### src/rtl/trunk_sel_pkg.sv
package trunk_sel_pkg;

    localparam int MAC_W  = 48;
    localparam int PORT_W = 3;

    typedef logic [PORT_W-1:0] port_id_t;

    typedef struct packed {
        logic     valid;
        port_id_t port;
    } sel_t;

    typedef enum logic [1:0] {
        LINKS_NONE = 2'b00,
        ONLY_P0    = 2'b01,
        ONLY_P1    = 2'b10,
        LINKS_BOTH = 2'b11
    } link_state_e;

    function automatic logic is_member(port_id_t p);
        return (p == port_id_t'(0)) || (p == port_id_t'(1));
    endfunction

endpackage

### src/rtl/trunk_hash.sv
module trunk_hash #(
    parameter int W = trunk_sel_pkg::MAC_W
) (
    input  logic [W-1:0] sa,
    input  logic [W-1:0] da,
    output logic         pick
);
    logic [W-1:0] mixed;
    logic [W:0]   chain;

    assign mixed    = sa ^ da;
    assign chain[0] = 1'b0;

    for (genvar i = 0; i < W; i++) begin : g_fold
        assign chain[i+1] = chain[i] ^ mixed[i];
    end

    assign pick = chain[W];
endmodule

### src/rtl/trunk_member_pick.sv
module trunk_member_pick
    import trunk_sel_pkg::*;
(
    input  logic        trunk_en,
    input  logic [1:0]  link_up,
    input  logic        req_valid,
    input  port_id_t    req_port,
    input  logic        hash_bit,
    output sel_t        nxt
);
    link_state_e ls;

    assign ls = link_state_e'(link_up);

    always_comb begin
        nxt = '0;
        if (req_valid) begin
            if (trunk_en && is_member(req_port)) begin
                unique case (ls)
                    LINKS_BOTH: nxt = '{valid: 1'b1, port: port_id_t'(hash_bit)};
                    ONLY_P0:    nxt = '{valid: 1'b1, port: port_id_t'(0)};
                    ONLY_P1:    nxt = '{valid: 1'b1, port: port_id_t'(1)};
                    default:    nxt = '0;
                endcase
            end else begin
                nxt = '{valid: 1'b1, port: req_port};
            end
        end
    end
endmodule

### src/rtl/trunk_src_check.sv
module trunk_src_check
    import trunk_sel_pkg::*;
(
    input  logic     trunk_en,
    input  logic     rx_valid,
    input  port_id_t rx_port,
    input  port_id_t learned_port,
    output logic     relearn_nxt
);
    always_comb begin
        relearn_nxt = 1'b0;
        if (rx_valid) begin
            if (trunk_en && is_member(rx_port))
                relearn_nxt = !is_member(learned_port);
            else
                relearn_nxt = (learned_port != rx_port);
        end
    end
endmodule

### src/rtl/trunk_selector.sv
module trunk_selector
    import trunk_sel_pkg::*;
#(
    parameter int ADDR_W = trunk_sel_pkg::MAC_W
) (
    input  logic              clk,
    input  logic              rst,
    input  logic              trunk_en,
    input  logic [1:0]        link_up,
    input  logic              req_valid,
    input  logic [PORT_W-1:0] req_port,
    input  logic [ADDR_W-1:0] sa,
    input  logic [ADDR_W-1:0] da,
    input  logic              rx_valid,
    input  logic [PORT_W-1:0] rx_port,
    input  logic [PORT_W-1:0] learned_port,
    output logic              sel_valid,
    output logic [PORT_W-1:0] sel_port,
    output logic              relearn
);
    logic hash_bit;
    sel_t sel_nxt;
    sel_t sel_q;
    logic relearn_nxt;
    logic relearn_q;

    trunk_hash #(.W(ADDR_W)) u_hash (
        .sa   (sa),
        .da   (da),
        .pick (hash_bit)
    );

    trunk_member_pick u_pick (
        .trunk_en  (trunk_en),
        .link_up   (link_up),
        .req_valid (req_valid),
        .req_port  (req_port),
        .hash_bit  (hash_bit),
        .nxt       (sel_nxt)
    );

    trunk_src_check u_chk (
        .trunk_en     (trunk_en),
        .rx_valid     (rx_valid),
        .rx_port      (rx_port),
        .learned_port (learned_port),
        .relearn_nxt  (relearn_nxt)
    );

    always_ff @(posedge clk) begin
        if (rst) begin
            sel_q     <= '0;
            relearn_q <= 1'b0;
        end else begin
            sel_q     <= sel_nxt;
            relearn_q <= relearn_nxt;
        end
    end

    assign sel_valid = sel_q.valid;
    assign sel_port  = sel_q.port;
    assign relearn   = relearn_q;

    // trunk off means pass-through
    a_r3_passthrough: assert property (@(posedge clk) disable iff (rst)
        (!trunk_en && req_valid) |=> (sel_valid && sel_port == $past(req_port)));

    // failover to the member that is still up
    a_r5_failover_p0: assert property (@(posedge clk) disable iff (rst)
        (trunk_en && req_valid && is_member(req_port) && link_up == 2'b01)
        |=> (sel_valid && sel_port == port_id_t'(0)));

    a_r5_failover_p1: assert property (@(posedge clk) disable iff (rst)
        (trunk_en && req_valid && is_member(req_port) && link_up == 2'b10)
        |=> (sel_valid && sel_port == port_id_t'(1)));

    // no member up means no valid selection
    a_r6_both_down: assert property (@(posedge clk) disable iff (rst)
        (trunk_en && req_valid && is_member(req_port) && link_up == 2'b00)
        |=> !sel_valid);

    // no request, no valid output
    a_r8_idle: assert property (@(posedge clk) disable iff (rst)
        !req_valid |=> !sel_valid);

    // trunk members are interchangeable for learning
    a_r9_member_ok: assert property (@(posedge clk) disable iff (rst)
        (trunk_en && rx_valid && is_member(rx_port) && is_member(learned_port))
        |=> !relearn);

    // no check requested, no relearn
    a_r11_quiet_rx: assert property (@(posedge clk) disable iff (rst)
        !rx_valid |=> !relearn);
endmodule

### config.mk
export PLATFORM = sky130hd
export DESIGN_NAME = trunk_selector
export DESIGN_NICKNAME = d
export VERILOG_FILES = /design/src/rtl/trunk_sel_pkg.sv /design/src/rtl/trunk_hash.sv /design/src/rtl/trunk_member_pick.sv /design/src/rtl/trunk_src_check.sv /design/src/rtl/trunk_selector.sv
export SDC_FILE = /design/constraint.sdc
export NUM_CORES = 1
export LEC_CHECK = 0
export BUFFER_PORTS_ARGS = -buffer_cell sky130_fd_sc_hd__buf_2
export CAP_MARGIN = 20
export CORE_UTILIZATION = 31
export DETAILED_ROUTE_END_ITERATION = 12
export PLACE_DENSITY = 0.77
export SYNTH_ARGS = -nofsm -noshare
export SYNTH_HDL_FRONTEND = slang
export SYNTH_SLANG_ARGS = --single-unit
### constraint.sdc
create_clock -name clk -period 1.57 [get_ports clk]
set_input_delay 0.0785 -clock clk [delete_from_list [all_inputs] [get_ports clk]]
set_output_delay 0.0785 -clock clk [all_outputs]
set_load 0.005 [all_outputs]
==> parameters.txt <==
Parameter                              Value

GRT
  Wire length of the first global-routing pass    3.52 mm
  Pin count of the biggest net entering global routing    5
  Sum of overflow across all layers after global routing    0
  Via count of the first global-routing pass    1075
  Initial antenna violation count    0
  Total routing usage reported by global routing    0.124

STA
  Relative slew slack    0.830
  Crit share post-route    0.976
  Minimum clock period    1.53 ns
  Transition time at the pin with the least slew margin    0.253 ns
  Number of max-slew violations in the final report    0
  Hold Fails Final Rpt    0
  Unrepaired setup endpoints after global routing    yes
  Total of endpoints with negative setup slack in the final report    0
  Min setup slack post-route    0.0372 ns
  F_max    0.652 GHz

Critical path
  Family with the most delay on the worst path    XOR/XNOR gates
  Cell-by-cell trace of the critical path    buf_2, xnor2_2, xnor2_1, xnor2_1, xnor2_1, xnor3_1, xnor3_1, a21o_1, a21oi_2
  Critical-path maximum fanout    1
  Type of origin of the critical path    primary input
  CP max stage cell    xnor3_1
  CP Class    primary input to flip-flop
  Most frequent CP cell    xnor2_1
  Critical path data arrival time    1.71 ns
  Type of destination of the critical path    flip-flop
  Peak per-stage delay on the critical path    0.41 ns
  Req. time, crit path    1.75 ns
  Buffers & Inverters on Critical Path    1

Die
  Area of the core    3150 sq um
  Die footprint    3660 sq um
  Row Count    20
  Die span in y    60.5 um
  Die Width    60.5 um
  Boundary pin count    117
  Initial cell density of the core    0.337

Synthesis
  Cell count after synthesis    117
  EDFF count, synth    0
  Most common library cells after synthesis    xnor2_1, xor2_1, dfxtp_1, nor2_1
  Net Count, Synth    229
  Share of the synthesized area in the top cell type    0.668
  Total number of yosys warnings    0
  Average instance area after synthesis    9.08 sq um
  Cell with the most instances after synthesis    xnor2_1
  Largest cells by area after synthesis    xnor2_1, xor2_1, dfxtp_1
  Count of cell types in the netlist    16
  Async set or reset register ratio after synthesis    0
  Primary FF master, synth    dfxtp_1
  Synth Cell Area    1060 sq um
  Sequential area share after synthesis    0.0942
  Number of synthesized register bits    5
  Largest area contributor in the netlist    xnor2_1

Power
  Fraction of power spent switching nets    0.312
  Power Density    796 nW/um^2
  Switching power    439 uW
  Part of the power in registers    0.096
  Cell internal pwr    969 uW
  Leakage    0.850 nW
  Maximum VDD drop    0.440 mV
  Part of the power in combinational logic    0.798
  Clock power share    0.106

Finish
  Non-filler instance count after layout    281
  Diodes inserted    0
  Layout cell share with drive strength beyond 1    0.536
  Post-route standard cell area excluding fillers    1770 sq um
  Number of nets in the finished design    350
  Utilization of the core after routing    0.561
  Layout overhead on the synthesized area    66.5%

Place
  Cell area after placement    1700 sq um
  Cell count after placement    277
  Dpl hpwl    2.19 mm
  Count of buffers from port buffering    116
  Routability congestion estimate    0.716
  Worst slack, placed    -0.232 ns

Drt
  Router iterations before antenna repair    2
  Violation count after the first detailed-routing iteration    20
  Remaining design rule violation count    0
  Via-to-Cell Ratio    4.07
  ANT nets after route    0
  Average wire per standard cell    8.56 um
  Overall routed net length    2.41 mm
  Routed vias    1145

Clock tree
  Register clock-pin slew on the reported worst setup and hold paths    0.04 ns
  Post CTS Setup Buffer Count    0
  Number of CTS-inserted buffers    3
  Depth of the CTS H-tree    1
  Clock root cell    clkbuf_4
  # clock sinks    5
  Maximum buffer depth of the clock tree    2
  TritonCTS clock tree    done

Job
  Maximum capacitance violations    0

Run status
  Outcome    completed

Min path
  Class of the most critical hold timing path    primary input to flip-flop
==> worst paths after layout <==
check	from	endpoint	cells after the start
max	da[36]	sel_port[0]	9
min	req_port[1]	sel_port[1]	3
==> power by group through the flow <==
stage	sequential [mW]	clock (mW)	combinational [mW]
floorplan	0.139	0	0.888
global placement	0.138	0	1.12
detailed placement	0.138	0	1.13
CTS	0.136	0.153	1.13
global route	0.136	0.156	1.23
finish	0.135	0.149	1.12
==> registers in the layout, indices dropped and copies added (netlist names) <==
| signal | count |
|---|---|
| relearn | 1 |
| sel_port | 3 |
| sel_valid | 1 |
==> cell families after synthesis <==
logic type,after synthesis,synth area share
AO/OA/AOI/OAI,4,0.0259
buffers and inverters,2,0.00707
AND/OR/NAND/NOR,10,0.0483
XOR/XNOR,96,0.824
flip-flops,5,0.0942
==> routing by layer <==
metal	share of wire	global-route usage	vias up	routed length, um
li1	-	-	600	-
met1	0.31	0.0970	483	735
met2	0.60	0.286	62	1430
met3	0.098	0.0192	0	236
met4	0	0.0455	0	0
met5	0	0	-	0
==> stage by stage <==
stage | total power [mW] | hold WS (ns) | TNS (ns)
final | 1.41 | 0.0670 | 0
after global placement | 1.26 | 0.308 | -0.208
after floorplan | 1.03 | 0.205 | 0
after CTS | 1.42 | 0.0612 | 0
after detailed placement | 1.26 | 0.310 | -0.232
after global routing | 1.52 | 0.0819 | -0.0490
==> final cells by class <==
type / instances / area [sq um]
fillers: 298 / 1380
multi-input cells: 110 / 1000
repair buffers: 116 / 581
flip-flops and latches: 5 / 100
well taps: 44 / 55.1
clock buffers: 4 / 26.3
inverters: 2 / 7.51
==> placed cells by master, fill, tap and decap left out <==
cell / n
and3_1: 1
a21oi_2: 1
clkbuf_1: 1
xnor2_1: 75
nand2b_1: 2
nor4_1: 1
nand2_1: 2
dfxtp_1: 5
clkbuf_4: 3
buf_2: 116
xnor3_1: 2
nand3b_1: 1
xor2_1: 12
inv_1: 2
a21oi_1: 1
nor2_1: 3
a31oi_1: 1
a21o_1: 1
xnor2_2: 7
==> what timing repair did <==
action	in CTS	in global routing
endpoints found under the setup margin	0	1
gates resized for setup	0	6
hold buffers	0	0
(Power assumes the default switching activity.)
